===== config.mk =====
export PLATFORM = sky130hd
export DESIGN_NAME = lcd_frame_timer
export DESIGN_NICKNAME = d
export VERILOG_FILES = /design/src/rtl/lcdt_pkg.sv /design/src/rtl/lcdt_cfg_shadow.sv /design/src/rtl/lcdt_line_timer.sv /design/src/rtl/lcdt_frame_fsm.sv /design/src/rtl/lcd_frame_timer.sv
export SDC_FILE = /design/constraint.sdc
export NUM_CORES = 1
export LEC_CHECK = 0
export ABC_AREA = 1
export BUFFER_PORTS_ARGS = -buffer_cell sky130_fd_sc_hd__buf_2
export CAP_MARGIN = 20
export CORE_MARGIN = 2
export CORE_UTILIZATION = 55
export CTS_CLUSTER_DIAMETER = 50
export DETAILED_ROUTE_END_ITERATION = 7
export PLACE_DENSITY = 0.76
export SETUP_SLACK_MARGIN = 0.3
export SLEW_MARGIN = 20
export SYNTH_ARGS = -nofsm -noshare
export SYNTH_HDL_FRONTEND = slang
export SYNTH_SLANG_ARGS = --single-unit

===== constraint.sdc =====
create_clock -name clk -period 5.98 [get_ports clk]
set_clock_uncertainty 0.1 [all_clocks]
set_input_delay 0.897 -clock clk [delete_from_list [all_inputs] [get_ports clk]]
set_output_delay 0.897 -clock clk [all_outputs]
set_load 0.005 [all_outputs]

===== src/rtl/lcdt_pkg.sv =====
package lcdt_pkg;

    localparam int DOT_W        = 6;
    localparam int SHIFT_NARROW = 40;
    localparam int SHIFT_WIDE   = 50;

    typedef enum logic [1:0] {
        ST_IDLE   = 2'd0,
        ST_ACTIVE = 2'd1,
        ST_BLANK  = 2'd2
    } lcdt_state_e;

    function automatic logic [DOT_W-1:0] shift_count(input logic wide);
        return wide ? DOT_W'(SHIFT_WIDE) : DOT_W'(SHIFT_NARROW);
    endfunction

    function automatic logic [7:0] visible_lines(input logic [1:0] code);
        logic [7:0] n;
        unique case (code)
            2'b00:   n = 8'd100;
            2'b01:   n = 8'd160;
            default: n = 8'd200;
        endcase
        return n;
    endfunction

endpackage


===== src/rtl/lcdt_cfg_shadow.sv =====
module lcdt_cfg_shadow #(
    parameter int HT_W = 8,
    parameter int BW_W = 4
) (
    input  logic            clk,
    input  logic            rst_n,
    input  logic            load,
    input  logic [HT_W-1:0] htime_in,
    input  logic            dot_in,
    input  logic [1:0]      vsize_in,
    input  logic [BW_W-1:0] vwidth_in,
    output logic [HT_W-1:0] htime_q,
    output logic            dot_q,
    output logic [1:0]      vsize_q,
    output logic [BW_W-1:0] vwidth_q
);

    always_ff @(posedge clk) begin
        if (!rst_n) begin
            htime_q  <= '0;
            dot_q    <= 1'b0;
            vsize_q  <= 2'b00;
            vwidth_q <= '0;
        end else if (load) begin
            htime_q  <= htime_in;
            dot_q    <= dot_in;
            vsize_q  <= vsize_in;
            vwidth_q <= vwidth_in;
        end
    end

    AST_CFG_HOLD: assert property (@(posedge clk) disable iff (!rst_n)
        !load |=> $stable({htime_q, dot_q, vsize_q, vwidth_q}));

endmodule


===== src/rtl/lcdt_line_timer.sv =====
module lcdt_line_timer
    import lcdt_pkg::*;
#(
    parameter int HT_W = 8
) (
    input  logic            clk,
    input  logic            rst_n,
    input  logic            run,
    input  logic            tick,
    input  logic            dot_sel,
    input  logic [HT_W-1:0] htime,
    output logic            line_end
);

    logic [DOT_W-1:0] dot_cnt;
    logic [HT_W-1:0]  rep_cnt;
    logic [DOT_W-1:0] shift_n;
    logic             dot_last;
    logic             rep_last;

    assign shift_n  = shift_count(dot_sel);
    assign dot_last = (dot_cnt == shift_n - DOT_W'(1));
    assign rep_last = (rep_cnt == htime);
    assign line_end = run && tick && dot_last && rep_last;

    always_ff @(posedge clk) begin
        if (!rst_n || !run) begin
            dot_cnt <= '0;
            rep_cnt <= '0;
        end else if (tick) begin
            if (dot_last) begin
                dot_cnt <= '0;
                rep_cnt <= rep_last ? '0 : rep_cnt + HT_W'(1);
            end else begin
                dot_cnt <= dot_cnt + DOT_W'(1);
            end
        end
    end

    AST_DOT_BOUND: assert property (@(posedge clk) disable iff (!rst_n)
        run |-> (dot_cnt < shift_n));

    AST_REP_BOUND: assert property (@(posedge clk) disable iff (!rst_n)
        run |-> (rep_cnt <= htime));

endmodule


===== src/rtl/lcdt_frame_fsm.sv =====
module lcdt_frame_fsm
    import lcdt_pkg::*;
#(
    parameter int BW_W = 4,
    parameter int LN_W = 8
) (
    input  logic            clk,
    input  logic            rst_n,
    input  logic            tick,
    input  logic            line_end,
    input  logic [1:0]      vsize,
    input  logic [BW_W-1:0] vwidth,
    output lcdt_state_e     state,
    output logic            load,
    output logic            line_stb,
    output logic            frame_stb,
    output logic            irq
);

    lcdt_state_e     nxt;
    logic [LN_W-1:0] ln;
    logic [LN_W-1:0] vis;
    logic [LN_W-1:0] total;
    logic            last_vis;
    logic            last_all;
    logic            no_blank;
    logic            frame_end;

    assign vis      = LN_W'(visible_lines(vsize));
    assign total    = vis + LN_W'(vwidth);
    assign last_vis = (ln == vis - LN_W'(1));
    assign last_all = (ln == total - LN_W'(1));
    assign no_blank = (vwidth == '0);

    always_comb begin
        nxt = state;
        unique case (state)
            ST_IDLE:   if (tick) nxt = ST_ACTIVE;
            ST_ACTIVE: if (line_end && last_vis && !no_blank) nxt = ST_BLANK;
            ST_BLANK:  if (line_end && last_all) nxt = ST_ACTIVE;
            default:   nxt = ST_IDLE;
        endcase
    end

    assign frame_end = line_end &&
                       (((state == ST_ACTIVE) && last_vis && no_blank) ||
                        ((state == ST_BLANK) && last_all));
    assign load = ((state == ST_IDLE) && tick) || frame_end;

    always_ff @(posedge clk) begin
        if (!rst_n) state <= ST_IDLE;
        else        state <= nxt;
    end

    always_ff @(posedge clk) begin
        if (!rst_n)        ln <= '0;
        else if (load)     ln <= '0;
        else if (line_end) ln <= ln + LN_W'(1);
    end

    always_ff @(posedge clk) begin
        if (!rst_n) begin
            line_stb  <= 1'b0;
            frame_stb <= 1'b0;
            irq       <= 1'b0;
        end else begin
            line_stb  <= line_end;
            frame_stb <= frame_end;
            irq       <= (state == ST_ACTIVE) && (nxt == ST_BLANK);
        end
    end

    AST_IRQ_IN_BLANK: assert property (@(posedge clk) disable iff (!rst_n)
        irq |-> (state == ST_BLANK));

    AST_IRQ_NEEDS_WIDTH: assert property (@(posedge clk) disable iff (!rst_n)
        irq |-> (vwidth != '0));

    AST_IRQ_SINGLE: assert property (@(posedge clk) disable iff (!rst_n)
        irq |=> !irq);

    AST_FRAME_WITH_LINE: assert property (@(posedge clk) disable iff (!rst_n)
        frame_stb |-> line_stb);

    AST_FRAME_RESTART: assert property (@(posedge clk) disable iff (!rst_n)
        frame_stb |-> ((ln == '0) && (state == ST_ACTIVE)));

    AST_LINE_IN_FRAME: assert property (@(posedge clk) disable iff (!rst_n)
        (state != ST_IDLE) |-> (ln < total));

endmodule


===== src/rtl/lcd_frame_timer.sv =====
module lcd_frame_timer
    import lcdt_pkg::*;
#(
    parameter int HT_W = 8,
    parameter int BW_W = 4,
    parameter int LN_W = 8
) (
    input  logic            clk,
    input  logic            rst_n,
    input  logic            tick,
    input  logic [HT_W-1:0] htime,
    input  logic            dot_sel,
    input  logic [1:0]      vsize,
    input  logic [BW_W-1:0] vwidth,
    output logic            line_stb,
    output logic            frame_stb,
    output logic            vblank,
    output logic            irq,
    output logic [7:0]      status
);

    localparam int PAD_W = 6 - BW_W - 2;

    logic [HT_W-1:0] cfg_htime;
    logic            cfg_dot;
    logic [1:0]      cfg_vsize;
    logic [BW_W-1:0] cfg_vwidth;
    logic            load;
    logic            line_end;
    lcdt_state_e     state;

    lcdt_cfg_shadow #(.HT_W(HT_W), .BW_W(BW_W)) u_shadow (
        .clk       (clk),
        .rst_n     (rst_n),
        .load      (load),
        .htime_in  (htime),
        .dot_in    (dot_sel),
        .vsize_in  (vsize),
        .vwidth_in (vwidth),
        .htime_q   (cfg_htime),
        .dot_q     (cfg_dot),
        .vsize_q   (cfg_vsize),
        .vwidth_q  (cfg_vwidth)
    );

    lcdt_line_timer #(.HT_W(HT_W)) u_line (
        .clk      (clk),
        .rst_n    (rst_n),
        .run      (state != ST_IDLE),
        .tick     (tick),
        .dot_sel  (cfg_dot),
        .htime    (cfg_htime),
        .line_end (line_end)
    );

    lcdt_frame_fsm #(.BW_W(BW_W), .LN_W(LN_W)) u_fsm (
        .clk       (clk),
        .rst_n     (rst_n),
        .tick      (tick),
        .line_end  (line_end),
        .vsize     (cfg_vsize),
        .vwidth    (cfg_vwidth),
        .state     (state),
        .load      (load),
        .line_stb  (line_stb),
        .frame_stb (frame_stb),
        .irq       (irq)
    );

    assign vblank = (state == ST_BLANK);

    generate
        if (PAD_W > 0) begin : g_pad
            assign status = {vblank, 1'b0, cfg_vsize, {PAD_W{1'b0}}, cfg_vwidth};
        end else begin : g_nopad
            assign status = {vblank, 1'b0, cfg_vsize, cfg_vwidth[3:0]};
        end
    endgenerate

    AST_BIT6_ZERO: assert property (@(posedge clk) disable iff (!rst_n)
        status[6] == 1'b0);

    AST_VBLANK_ONLY_WITH_WIDTH: assert property (@(posedge clk) disable iff (!rst_n)
        vblank |-> (status[3:0] != 4'b0000));

endmodule


==> results.py <==
metrics = {
    "worst_setup_path": {
        "critical_path_depth": 16,
        "slowest_stage": "sky130_fd_sc_hd__fa_1",
        "end_kind": "register",
        "worstSetupPathType": "register to register",
        "ff2ff_setup_slack_ns": 2.76,
        "timing.critical_path.to": "u_shadow.vsize_q[0]$_SDFFE_PN0P_",
        "reg2reg_from": "u_shadow.vsize_q[1]$_SDFFE_PN0P_",
        "timing.critical_path.max_delay_family": "simple AND/OR/NAND/NOR gates",
        "critical-path-max-stage-delay_ns": 0.39,
        "crit_path_start": "u_shadow.vsize_q[1]$_SDFFE_PN0P_",
        "timing.critical_path.mode_cell": "sky130_fd_sc_hd__nand2_1",
        "timing.critical_path.fanout_max": 19,
        "worst_path_arrival_ns": 3.33,
        "worstPathCellList": "nor2_1, inv_1, ha_1, inv_1, fa_1, or2_2, nand3_1, nand2_1, a21oi_1, nand2_1, nor2_1, nand3_4, nand3_4, nand2_1, clkinv_1, nor2_2",
        "worst_r2r_path_depth": 16,
        "critical_path_buf_inv_count": 3,
        "critical_path_required_ns": 6.09,
        "setup.worst_path.start_class": "register",
        "crit-reg2reg-capture": "u_shadow.vsize_q[0]$_SDFFE_PN0P_",
    },
    "layout": {
        "antenna_cells": 0,
        "finalCoreUtilization_pct": 61.53,
        "fillCellCount": 447,
        "drive_above_1_share_pct": 13.95,
        "multi_input_area_mm2": 0.001416,
        "finalNetCount": 450,
        "layout-area-overhead-vs-synth_pct": 9.039,
        "ff_latch_area_um2": 840.8,
    },
    "yosys": {
        "synthMostInstantiatedCell": "sky130_fd_sc_hd__nand2_1",
        "distinct_cells_synth": 35,
        "ys_seq_area_share_pct": 31.97,
        "synthesis.area_per_instance_um2": 6.658,
        "netlist_area_mm2": 0.002630,
        "synth.largest_area_cell": "sky130_fd_sc_hd__dfxtp_1",
        "ys_dominant_reg_cell": "sky130_fd_sc_hd__dfxtp_1",
        "number_of_enable_flip_flop_cells_after_synthesis": 0,
        "postSynthNetCount": 423,
        "ys_seq_elements": 42,
        "synth.cells.most_frequent": "103 x sky130_fd_sc_hd__nand2_1, 72 x sky130_fd_sc_hd__inv_1, 42 x sky130_fd_sc_hd__dfxtp_1",
        "synth.yosys.warnings": 0,
        "synth-async-reset-ratio_pct": 0,
        "cells_after_synth": 395,
        "netlist_top_cells_area": "sky130_fd_sc_hd__dfxtp_1 32%, sky130_fd_sc_hd__nand2_1 15%, sky130_fd_sc_hd__inv_1 10%",
        "synth_top_cell_area_share_pct": 31.97,
    },
    "grt": {
        "antenna_found_initial": 0,
        "grt_pass1_vias": 2168,
        "grt_pass1_wl_mm": 9.742,
        "grt_max_degree": 20,
        "global_route.overflow_total": 0,
        "groute.usage.overall_pct": 23.24,
    },
    "power_and_ir_drop": {
        "sw_frac_of_total_pct": 30.32,
        "power.static_leakage_nw": 1.422,
        "proportion_of_power_drawn_by_the_clock_network_pct": 33.1,
        "power.share.sequential_pct": 48.6,
        "intPower_w": 0.0004246,
        "p_switching_w": 0.0001847,
        "power_frac_comb_pct": 18.3,
        "power_per_cell_area_mw_per_mm2": 212.5,
        "worst_ir_drop_vdd_mv": 0.1813,
    },
    "die": {
        "rows": 25,
        "dieArea_mm2": 0.005351,
        "initial_utilization_pct": 56.43,
        "fp.dieW_um": 73.15,
        "coreArea_mm2": 0.004661,
        "die_height_um": 73.15,
        "io_pins": 30,
    },
    "routing": {
        "drtIter0Drc": 121,
        "detail_route.vias_per_cell": 4.992,
        "totalWireLength_mm": 5.468,
        "via_count": 2381,
        "postRouteAntennaNets": 0,
        "post-route-drc-count": 0,
        "drt_pre_antenna_iters": 4,
        "avgRoutedWirePerCell_um": 11.46,
    },
    "timing": {
        "period_needed_ns": 3.222,
        "min_period_over_period_pct": 53.88,
        "max_slew_margin_vs_limit_pct": 61.47,
        "setup_repair_after_global_routing_missed_its_margin": "no",
        "hold_ws_ns": 0.4183,
        "report.final.slew_viol_count": 0,
        "final-setup-viol-count": 0,
        "max_freq_mhz": 310.4,
        "worst_slew_pin_slew_ns": 0.5759,
        "finalHoldViolations": 0,
        "fin_setup_tns_ns": 0,
    },
    "cts": {
        "clock_transition_at_the_registers_of_the_reported_paths_ns": 0.09,
        "cts_buffers": 5,
        "tritoncts": "done",
        "cts_hold_repair.buffers": 0,
        "max-clock-path-buffers": 2,
        "cts_htree_levels": 2,
        "root_buffer": "sky130_fd_sc_hd__clkbuf_8",
        "cts_setup_buffers": 0,
        "postCtsResizedCells": 0,
        "cts_num_sinks": 42,
        "insertion_delay_ns": 0.31,
    },
    "placement": {
        "detailedPlacementHpwl_mm": 4.170,
        "gp_congestion": 0.8808,
        "numPortBuffers": 28,
    },
    "outcome": {
        "status": "completed",
    },
    "worst_hold_path": {
        "worst_hold_path_type": "register to register",
    },
    "flow_run": {
        "number_of_max_cap_violations": 0,
    },
}
worst min path at each step:
stage / from / end / slack (ns) / cells after the start
CTS: u_fsm.ln[3]$_SDFFE_PP0P_ / u_fsm.ln[3]$_SDFFE_PP0P_ / 0.41 / 2
detailed placement: u_fsm.ln[3]$_SDFFE_PP0P_ / u_fsm.ln[3]$_SDFFE_PP0P_ / 0.40 / 2
global placement: u_line.rep_cnt[0]$_SDFFE_PP0P_ / u_line.rep_cnt[0]$_SDFFE_PP0P_ / 0.39 / 2
floorplan: u_fsm.ln[3]$_SDFFE_PP0P_ / u_fsm.ln[3]$_SDFFE_PP0P_ / 0.37 / 2
finish: u_line.rep_cnt[7]$_SDFFE_PP0P_ / u_line.rep_cnt[7]$_SDFFE_PP0P_ / 0.42 / 2
global route: u_fsm.ln[3]$_SDFFE_PP0P_ / u_fsm.ln[3]$_SDFFE_PP0P_ / 0.45 / 2
placed cells by master, fill, tap and decap left out, types with 9 or more instances in the layout:
| cell | instances |
|---|---|
| sky130_fd_sc_hd__a21oi_1 | 12 |
| sky130_fd_sc_hd__buf_2 | 28 |
| sky130_fd_sc_hd__dfxtp_1 | 42 |
| sky130_fd_sc_hd__ha_1 | 9 |
| sky130_fd_sc_hd__inv_1 | 72 |
| sky130_fd_sc_hd__nand2_1 | 103 |
| sky130_fd_sc_hd__nand3_1 | 16 |
| sky130_fd_sc_hd__nand4_1 | 26 |
| sky130_fd_sc_hd__nor2_1 | 39 |
| sky130_fd_sc_hd__nor2_2 | 9 |
| sky130_fd_sc_hd__xor2_1 | 13 |
power by group through the flow:
| stage | clock network (W) | registers (W) | logic (W) |
|---|---|---|---|
| after floorplan | 0 | 0.000301 | 0.0000865 |
| after global placement | 0 | 0.000303 | 0.000111 |
| after detailed placement | 0 | 0.000303 | 0.000111 |
| after CTS | 0.000204 | 0.000296 | 0.000112 |
| after global routing | 0.000215 | 0.000298 | 0.000132 |
| final | 0.000202 | 0.000296 | 0.000111 |
logic make-up (layout without fill, tap and decap cells):
group           Yosys count  in the layout  synth area share [%]
simple gates            218            218                 39.96
buf+inv                  90            118                 14.18
flops                    42             42                 31.97
compound gates           20             20                 4.044
xor+xnor                 14             14                 4.662
fa+ha+maj                10             10                 5.043
other cells               1              1                0.1426
registers in the layout, indices dropped and copies added, names as in the netlist:
| register | cells |
|---|---|
| u_shadow.vsize_q | 2 |
| u_line.dot_cnt | 6 |
| u_shadow.htime_q | 8 |
| u_fsm.frame_stb | 1 |
| u_fsm.irq | 1 |
| u_line.rep_cnt | 8 |
| u_shadow.vwidth_q | 4 |
| u_fsm.ln | 8 |
| u_fsm.state | 2 |
| u_shadow.dot_q | 1 |
| u_fsm.line_stb | 1 |
stage by stage:
stage / cell area, um2 / worst slack (ns) / instances / total power (W)
finish: 2868 / 2.758 / 477 / 0.0006094
global route: 2868 / 2.475 / 477 / 0.0006438
CTS: 2868 / 2.793 / 477 / 0.0006116
detailed placement: 2773 / 2.827 / 469 / 0.0004138
global placement: 2773 / 2.931 / 469 / 0.0004136
floorplan: 2630 / 3.183 / 395 / 0.0003879
cell type report:
class                   count  area share, %
clock buffers               6          2.880
repair buffers             28          4.887
multi-input cells         263          49.39
flip-flops and latches     42          29.32
well taps                  54          2.356
inverters                  82          10.73
clock inverters             2         0.4363
per-layer routing:
layer	GRT usage, %	part of all wire, %
met5	0	0
met4	10.08	1.6
met3	4.144	3.9
met2	36.14	46
met1	31.48	49
worst reg2reg max path, delay by kind of cell (launching register included):
family	cells	cell delay, ns
flops	1	0.38
fa+ha+maj	2	0.68
simple gates	10	1.63
compound gates	1	0.11
buf+inv	3	0.23
Power figures use the tool's default switching activity.
